$ cat src/rtl/vdeact_pkg.sv
package vdeact_pkg;

  // Strobes from control to datapath, one field per result kind.
  typedef struct packed {
    logic clrEntry;   // write back the matched entry with active cleared
    logic bumpCount;  // write back control word with counter + 1
    logic sendPhys;   // issue physical deactivate pulse
  } ctrlStrobes_t;

  localparam int STATE_W    = 2;
  localparam int ACTIVE_BIT = 1;
  localparam int PEND_BIT   = 0;

endpackage

$ cat src/rtl/vdeact_ctrl.sv
module vdeact_ctrl
  import vdeact_pkg::*;
#(
  parameter int ID_W      = 24,
  parameter int PID_W     = 10,
  parameter int PID_LIMIT = 1020
) (
  input  logic             wrEn,
  input  logic [ID_W-1:0]  wrId,
  input  logic             splitMode,
  input  logic [ID_W:0]    numIntr,
  input  logic             matchFound,
  input  logic             matchHw,
  input  logic [PID_W-1:0] matchPid,
  output ctrlStrobes_t     strobes
);

  logic idInRange;
  logic accepted;
  logic pidUsable;

  // IDs at or above the implemented count are dropped
  assign idInRange = ({1'b0, wrId} < numIntr);
  // only honoured in split mode
  assign accepted  = wrEn && splitMode && idInRange;
  // special physical IDs are never forwarded
  assign pidUsable = matchHw && (matchPid < PID_W'(PID_LIMIT));

  always_comb begin
    strobes           = '0;
    strobes.clrEntry  = accepted && matchFound;
    strobes.bumpCount = accepted && !matchFound;
    strobes.sendPhys  = accepted && matchFound && pidUsable;
  end

endmodule

$ cat src/rtl/vdeact_datapath.sv
module vdeact_datapath
  import vdeact_pkg::*;
#(
  parameter int NUM_ENTRIES = 4,
  parameter int ID_W        = 24,
  parameter int PID_W       = 10,
  parameter int HCR_W       = 32,
  parameter int EOI_LSB     = 27,
  parameter int EOI_W       = 5,
  parameter int IDX_W       = (NUM_ENTRIES > 1) ? $clog2(NUM_ENTRIES) : 1
) (
  input  logic                         clk,
  input  logic                         rstN,
  input  logic [ID_W-1:0]              wrId,
  input  logic [STATE_W*NUM_ENTRIES-1:0] entryState,
  input  logic [NUM_ENTRIES*ID_W-1:0]  entryVid,
  input  logic [NUM_ENTRIES-1:0]       entryHw,
  input  logic [NUM_ENTRIES*PID_W-1:0] entryPid,
  input  logic [HCR_W-1:0]             hcrIn,
  input  ctrlStrobes_t                 strobes,
  output logic                         matchFound,
  output logic                         matchHw,
  output logic [PID_W-1:0]             matchPid,
  output logic                         entryWbValid,
  output logic [IDX_W-1:0]             entryWbIdx,
  output logic [STATE_W-1:0]           entryWbState,
  output logic                         hcrWbValid,
  output logic [HCR_W-1:0]             hcrWbData,
  output logic                         physDeactValid,
  output logic [PID_W-1:0]             physDeactId
);

  logic [NUM_ENTRIES-1:0] hitVec;
  logic [IDX_W-1:0]       matchIdx;
  logic [STATE_W-1:0]     matchState;
  logic [STATE_W-1:0]     clearedState;
  logic [HCR_W-1:0]       bumpedHcr;

  // per-entry comparators, one per list entry
  for (genvar g = 0; g < NUM_ENTRIES; g++) begin : g_cmp
    assign hitVec[g] = entryState[STATE_W*g + ACTIVE_BIT] &&
                       (entryVid[g*ID_W +: ID_W] == wrId);
  end

  // lowest index wins
  always_comb begin
    matchIdx = '0;
    for (int i = NUM_ENTRIES - 1; i >= 0; i--) begin
      if (hitVec[i]) matchIdx = IDX_W'(i);
    end
  end

  assign matchFound = |hitVec;
  assign matchHw    = entryHw[matchIdx];
  assign matchPid   = entryPid[matchIdx*PID_W +: PID_W];
  assign matchState = entryState[matchIdx*STATE_W +: STATE_W];

  // drop only the active flag
  always_comb begin
    clearedState             = matchState;
    clearedState[ACTIVE_BIT] = 1'b0;
  end

  // counter field advances, wraps naturally
  always_comb begin
    bumpedHcr                      = hcrIn;
    bumpedHcr[EOI_LSB +: EOI_W]    = hcrIn[EOI_LSB +: EOI_W] + EOI_W'(1);
  end

  // all results registered, one cycle after the strobe
  always_ff @(posedge clk) begin
    if (!rstN) begin
      entryWbValid   <= 1'b0;
      entryWbIdx     <= '0;
      entryWbState   <= '0;
      hcrWbValid     <= 1'b0;
      hcrWbData      <= '0;
      physDeactValid <= 1'b0;
      physDeactId    <= '0;
    end else begin
      entryWbValid   <= strobes.clrEntry;
      entryWbIdx     <= strobes.clrEntry ? matchIdx : '0;
      entryWbState   <= strobes.clrEntry ? clearedState : '0;
      hcrWbValid     <= strobes.bumpCount;
      hcrWbData      <= strobes.bumpCount ? bumpedHcr : '0;
      physDeactValid <= strobes.sendPhys;
      physDeactId    <= strobes.sendPhys ? matchPid : '0;
    end
  end

endmodule

$ cat src/rtl/vdeact_unit.sv
module vdeact_unit
  import vdeact_pkg::*;
#(
  parameter int NUM_ENTRIES = 4,
  parameter int WR_W        = 32,
  parameter int ID_W        = 24,
  parameter int PID_W       = 10,
  parameter int PID_LIMIT   = 1020,
  parameter int HCR_W       = 32,
  parameter int EOI_LSB     = 27,
  parameter int EOI_W       = 5,
  parameter int IDX_W       = (NUM_ENTRIES > 1) ? $clog2(NUM_ENTRIES) : 1
) (
  input  logic                           clk,
  input  logic                           rstN,
  input  logic                           dirWrEn,
  input  logic [WR_W-1:0]                dirWrData,
  input  logic                           splitMode,
  input  logic [ID_W:0]                  numIntr,
  input  logic [STATE_W*NUM_ENTRIES-1:0] entryState,
  input  logic [NUM_ENTRIES*ID_W-1:0]    entryVid,
  input  logic [NUM_ENTRIES-1:0]         entryHw,
  input  logic [NUM_ENTRIES*PID_W-1:0]   entryPid,
  input  logic [HCR_W-1:0]               hcrIn,
  output logic                           entryWbValid,
  output logic [IDX_W-1:0]               entryWbIdx,
  output logic [STATE_W-1:0]             entryWbState,
  output logic                           hcrWbValid,
  output logic [HCR_W-1:0]               hcrWbData,
  output logic                           physDeactValid,
  output logic [PID_W-1:0]               physDeactId
);

  logic [ID_W-1:0]  wrId;
  logic             matchFound;
  logic             matchHw;
  logic [PID_W-1:0] matchPid;
  ctrlStrobes_t     strobes;

  // only the low bits name the interrupt
  assign wrId = dirWrData[ID_W-1:0];

  vdeact_ctrl #(
    .ID_W      (ID_W),
    .PID_W     (PID_W),
    .PID_LIMIT (PID_LIMIT)
  ) u_ctrl (
    .wrEn       (dirWrEn),
    .wrId       (wrId),
    .splitMode  (splitMode),
    .numIntr    (numIntr),
    .matchFound (matchFound),
    .matchHw    (matchHw),
    .matchPid   (matchPid),
    .strobes    (strobes)
  );

  vdeact_datapath #(
    .NUM_ENTRIES (NUM_ENTRIES),
    .ID_W        (ID_W),
    .PID_W       (PID_W),
    .HCR_W       (HCR_W),
    .EOI_LSB     (EOI_LSB),
    .EOI_W       (EOI_W),
    .IDX_W       (IDX_W)
  ) u_dp (
    .clk            (clk),
    .rstN           (rstN),
    .wrId           (wrId),
    .entryState     (entryState),
    .entryVid       (entryVid),
    .entryHw        (entryHw),
    .entryPid       (entryPid),
    .hcrIn          (hcrIn),
    .strobes        (strobes),
    .matchFound     (matchFound),
    .matchHw        (matchHw),
    .matchPid       (matchPid),
    .entryWbValid   (entryWbValid),
    .entryWbIdx     (entryWbIdx),
    .entryWbState   (entryWbState),
    .hcrWbValid     (hcrWbValid),
    .hcrWbData      (hcrWbData),
    .physDeactValid (physDeactValid),
    .physDeactId    (physDeactId)
  );

endmodule

$ cat config.mk
export PLATFORM = sky130hd
export DESIGN_NAME = vdeact_unit
export DESIGN_NICKNAME = d
export VERILOG_FILES = /design/src/rtl/vdeact_pkg.sv /design/src/rtl/vdeact_ctrl.sv /design/src/rtl/vdeact_datapath.sv /design/src/rtl/vdeact_unit.sv
export SDC_FILE = /design/constraint.sdc
export NUM_CORES = 1
export LEC_CHECK = 0
export ABC_AREA = 0
export BUFFER_PORTS_ARGS = -buffer_cell sky130_fd_sc_hd__buf_2
export CAP_MARGIN = 20
export CORE_AREA = 2 2 114 116
export DETAILED_ROUTE_END_ITERATION = 12
export DIE_AREA = 0 0 116 118
export PLACE_DENSITY = 0.67
export SKIP_CTS_REPAIR_TIMING = 1
export SLEW_MARGIN = 20
export SYNTH_ARGS = -nofsm -noshare
export SYNTH_HDL_FRONTEND = slang
export SYNTH_SLANG_ARGS = --single-unit
$ cat constraint.sdc
create_clock -name clk -period 4.9 [get_ports clk]
set_input_delay 0.98 -clock clk [delete_from_list [all_inputs] [get_ports clk]]
set_output_delay 0.98 -clock clk [all_outputs]
set_load 0.02 [all_outputs]
---- After elaboration in Yosys (flattened, before gate mapping) ----
Index checks and enable logic that the tools add are counted.
W data, S select, Z words.
storage, ports and cells
  output and inout port bits .............. 49
  logic and storage cells ................. 40
  input port bits ......................... 241
  register bits after elaboration ......... 49
operators by class
  mux-type cells .......................... 6
  magnitude comparators ................... 3
  shift operators ......................... 2
  reductions and logical operators ........ 15
  $add $sub $neg .......................... 1
  eq/ne operators ......................... 4
  multiply operators ...................... 1
operator list
  operator                number
  $eq A24 B24 Y1          4
  $shiftx A40 B7 Y10      1
  $lt A24 B25 Y1          1
  $logic_and A1 B1 Y1     10
  $lt A10 B10 Y1 const B  1
  $mux W2                 4
  $shiftx A8 B4 Y1        1
  $reduce_and A2 Y1       3
  $add A5 B1 Y5 const B   1
  $mul A2 B3 Y5 const B   1
  $reduce_or A4 Y1        1
  $lt A2 B3 Y1 const B    1
  $bmux W1 S2             1
  $logic_not A1 Y1        1
  $mux W1                 1

---- Longest topological paths before layout ----
  depth after elaboration ................. 12
  gate-level depth with buffers ........... 13
  depth with buffers taken out ............ 11

---- Cells and area by module ----
Synthesis repeated with hierarchy kept, for this count alone.
unflattened totals
  cell total of the unflattened synthesis .. 422
  area total of the unflattened synthesis .. 3642.2 sq um
modules (own cells, without submodules)
  module           instances  area an instance (sq um)  seq. area each (sq um)  cells each
  vdeact_datapath  1          2997.9                    960.9                   332
  vdeact_ctrl      1          644.4                     0.0                     90

---- Worst setup path before layout ----
Ideal clock, no wire load.
  path kind ............................... input to register
  start ................................... input port dirWrData[9]
  end ..................................... register u_dp.physDeactId[4]
  required time ........................... 4840 ps
  slack ................................... 1413 ps
  cell stages on the path ................. 11
  data arrival time ....................... 3427 ps
  cell sequence ........................... buf_2 xnor2_2 nand4_1 or4_4 a211oi_4 mux2_2 o22ai_1 nor4_1 o21ai_1 buf_6 o2111a_1
on the way
  longest elaborated chain between the ends .. 12
  elaborated cells between the ends (all ways) .. 24
  those cells by class .................... 1 x mul; 2 x order compare; 4 x eq/ne; 1 x shift; 6 x mux; 10 x reduce/logical
ends and longest elaborated chain
  item                         RTL line               RTL
  start: declaration           vdeact_unit.sv:17      input logic [WR_W-1:0] dirWrData,
  $eq A24 B24 Y1               vdeact_datapath.sv:42  (entryVid[g*ID_W +: ID_W] == wrId);
  $logic_and A1 B1 Y1          vdeact_datapath.sv:41  assign hitVec[g] = entryState[STATE_W*g + ACTIVE_BIT] &&
  $mux W2 (4 in series)        vdeact_datapath.sv:49  if (hitVec[i]) matchIdx = IDX_W'(i);
  $mul A2 B3 Y5                vdeact_datapath.sv:55  assign matchPid = entryPid[matchIdx*PID_W +: PID_W];
  $shiftx A40 B7 Y10           vdeact_datapath.sv:55
  $lt A10 B10 Y1               vdeact_ctrl.sv:27      assign pidUsable = matchHw && (matchPid < PID_W'(PID_LIMIT));
  $logic_and A1 B1 Y1          vdeact_ctrl.sv:27
  $logic_and A1 B1 Y1          vdeact_ctrl.sv:33      strobes.sendPhys = accepted && matchFound && pidUsable;
  $reduce_and A2 Y1 (no line)  --
  end signal: assignment       vdeact_datapath.sv:87  physDeactId <= strobes.sendPhys ? matchPid : '0;
  end: declaration             vdeact_datapath.sv:30  output logic [PID_W-1:0] physDeactId
Several ways; a longest one is shown, not always the timed one. The select of a mux whose other input is x is not followed.
A chain may end at the register's enable or synchronous reset.

---- Final worst setup path ----
  start ................................... input port dirWrData[12]
  end ..................................... register u_dp.physDeactId[8]
The elaborated chain is that of the path after synthesis.

==> results.json <==
{
  "fin_nets": 1014,
  "track_usage_pct": 21.7,
  "end_kind": "flip-flop",
  "fin_crit_sh_pct": 79.6,
  "synth-seq-cells": 48,
  "drt_iter0_drc": 213,
  "yosys_warnings": 0,
  "wirelength_um": 15600,
  "pin_count": 290,
  "status": "completed",
  "holdPathEnd": "u_dp.hcrWbData[25]",
  "max_slew_margin_pct": 53.8,
  "ys_async_sr_fraction_pct": 0,
  "drc_errors": 0,
  "grt_pass1_vias": 4511,
  "numPortBuffers": 280,
  "dr_wl_met2_um": 7510,
  "hold_viol": 0,
  "setup_viol": 0,
  "met3_length_um": 1550,
  "syn_to_final_growth_pct": 42.9,
  "netlist_area_sq_mm": 0.00408,
  "cts_buffer_depth": 2,
  "syn_avg_cell_area_sq_um": 8.54,
  "hold_start": "hcrIn[25]",
  "top_layer": "met4",
  "tightest_slew_ns": 0.686,
  "gp_congestion": 0.938,
  "root_buffer": "clkbuf_16",
  "postSynthCellCount": 478,
  "hp-class": "in -> reg",
  "cp_max_fo": 11,
  "wl_per_cell_um": 16.9,
  "fmax_mhz": 256,
  "vias": 4586,
  "htree_levels": 2,
  "min_path_cells": 2,
  "cts_sinks": 48,
  "cts_tree": "yes",
  "p_leak_nw": 2.80,
  "crit_type": "in -> reg",
  "first_pass_iters": 4,
  "slew_viol_final": 0,
  "yosysSeqAreaShare_pct": 23.6,
  "ant_nets": 0,
  "grt_first_pass_wirelength_um": 22700,
  "fp.dieArea_sq_mm": 0.0137,
  "start_util_pct": 32.9,
  "fp.dieH_um": 118,
  "arrival_ns": 4.12,
  "cap_violations": 0,
  "cts_buffers": 5,
  "grt-ovfl-total": 0,
  "core_sq_mm": 0.0124,
  "vdd_drop_max_mv": 0.143,
  "fin_crit_ns": 3.90,
  "startpoint_type": "primary input",
  "rsz0062_at_grt": "false",
  "hold_ws_ns": 0.892,
  "synth_nets": 743,
  "via_per_inst": 4.97,
  "drive_above_1_share_pct": 42.2,
  "post-dp-hpwl_um": 13700,
  "synth_edf_count": 0,
  "std_cell_rows": 41,
  "grt_start_max_net_pins": 30,
  "synth.distinct_cells": 56,
  "dieWidth_um": 116,
  "antenna_found_initial": 1,
  "clkSlewWorstSetupHoldPaths_ns": 0.06,
  "crit_required_ns": 5.12,
  "fin_tns_setup_ns": 0,
  "synth_ff_type": "dfxtp_1",
  "powerDensity_mw_per_mm2": 200,
  "routedLengthMet1_um": 5800
}
critical path, cell delays in order:
cell and delay (ns):
buf_2 0.17, xor2_1 0.19, nand4bb_1 0.20, or4_4 0.58, a211oi_4 0.47, mux2_2 0.41
o22ai_1 0.18, nor4_1 0.08, o21ai_1 0.56, o2111a_1 0.29
layer usage:
layer | up-vias | track usage, %
li1 | 2266 | -
met1 | 2035 | 24.0
met2 | 245 | 38.5
met3 | 40 | 4.48
met4 | 0 | 10.9
met5 | - | 0
Yosys cell counts (2+ instances only):
| library cell | count | share of area, % |
|---|---|---|
| clkbuf_1 | 12 | 1.1 |
| nand4_1 | 40 | 6.1 |
| clkbuf_2 | 2 | 0.25 |
| and4_1 | 5 | 1.1 |
| and2_1 | 31 | 4.8 |
| xor2_1 | 16 | 3.4 |
| inv_1 | 31 | 2.9 |
| or4_1 | 6 | 1.1 |
| o21ai_0 | 11 | 1.3 |
| buf_4 | 2 | 0.37 |
| nor2_1 | 15 | 1.4 |
| nor2b_1 | 5 | 0.77 |
| nor3_1 | 6 | 0.74 |
| or3_1 | 3 | 0.46 |
| a211oi_1 | 2 | 0.37 |
| o22ai_1 | 3 | 0.46 |
| mux2i_1 | 2 | 0.49 |
| mux2_2 | 8 | 2.2 |
| a21oi_1 | 7 | 0.86 |
| a2111oi_0 | 2 | 0.43 |
| buf_2 | 5 | 0.61 |
| and3_1 | 3 | 0.46 |
| nor4_1 | 18 | 2.8 |
| a21o_1 | 8 | 1.5 |
| xnor2_1 | 79 | 17 |
| ha_1 | 24 | 7.4 |
| nand3_1 | 13 | 1.6 |
| nand2_1 | 19 | 1.7 |
| o211ai_1 | 16 | 2.9 |
| o2111a_1 | 7 | 1.9 |
| dfxtp_1 | 48 | 24 |
| xnor2_2 | 5 | 2.0 |
report_power, final:
part,switching [mW],internal [mW],total [mW]
combinational,0.180,0.166,0.346
clock,0.131,0.289,0.420
sequential,0.00143,0.398,0.399
layout make-up:
type	count	area, sq um
clock buffer	5	125
antenna	1	2.50
timing repair buffer	287	1450
sequential	48	961
multi-input combinational	376	2900
tap	172	215
fill	1324	6580
inverter	31	116
clock inverter	2	60.1
cell usage in the layout (no fill, tap or decap), drive strengths merged, types with 4 or more instances in the layout:
cell    netlist  layout
nand2        19      19
nor3          6       6
and4          5       5
xor2         16      16
o211ai       16      16
xnor2        84      84
o22ai         4       4
ha           24      24
nor2         15      15
o21ai        13      13
nand4        40      40
or4           7       7
a21o          8       8
nor4         19      19
nor2b         5       5
and2         31      31
dfxtp        48      48
nand3        13      13
o2111a        7       7
inv          31      31
mux2          9       9
a21oi         7       7
clkbuf       14       5
buf           9     287
kinds of logic after synthesis:
logic type | share of synthesized area [%]
compound gates | 12.5
mux | 3.53
flops | 23.6
fa+ha+maj | 7.36
xor+xnor | 22.4
simple gates | 25.1
other cells | 0.0919
buf+inv | 5.55
how the worst max path moves through the flow:
stage / start / to / cells past startpoint
after CTS: dirWrData[12] / u_dp.physDeactId[8] / 10
after global routing: dirWrData[1] / u_dp.physDeactId[0] / 10
after floorplan: dirWrData[9] / u_dp.physDeactId[4] / 11
after detailed placement: dirWrData[12] / u_dp.physDeactId[8] / 10
after global placement: dirWrData[12] / u_dp.physDeactId[4] / 10
final: dirWrData[12] / u_dp.physDeactId[8] / 10
state kept, by name, summed over array words and instances, names as in the netlist:
register / flops
u_dp.hcrWbData: 32
u_dp.entryWbIdx: 2
u_dp.physDeactValid: 1
u_dp.entryWbValid: 1
u_dp.hcrWbValid: 1
u_dp.entryWbState: 1
u_dp.physDeactId: 10
stage by stage:
stage / worst slack, ns / std cells / power (mW) / area, sq um / util (%)
2_1_floorplan: 1.41 / 478 / 0.591 / 4080 / -
3_3_place_gp: 0.756 / 914 / 0.749 / 5640 / 45.5
3_5_place_dp: 0.736 / 914 / 0.752 / 5640 / 45.5
4_1_cts: 1.02 / 921 / 1.17 / 5830 / 47.0
5_1_grt: 0.794 / 922 / 1.22 / 5830 / 47.0
6_report: 0.998 / 922 / 1.17 / 5830 / 47.0
No activity file was read; power rests on OpenSTA's default activity.
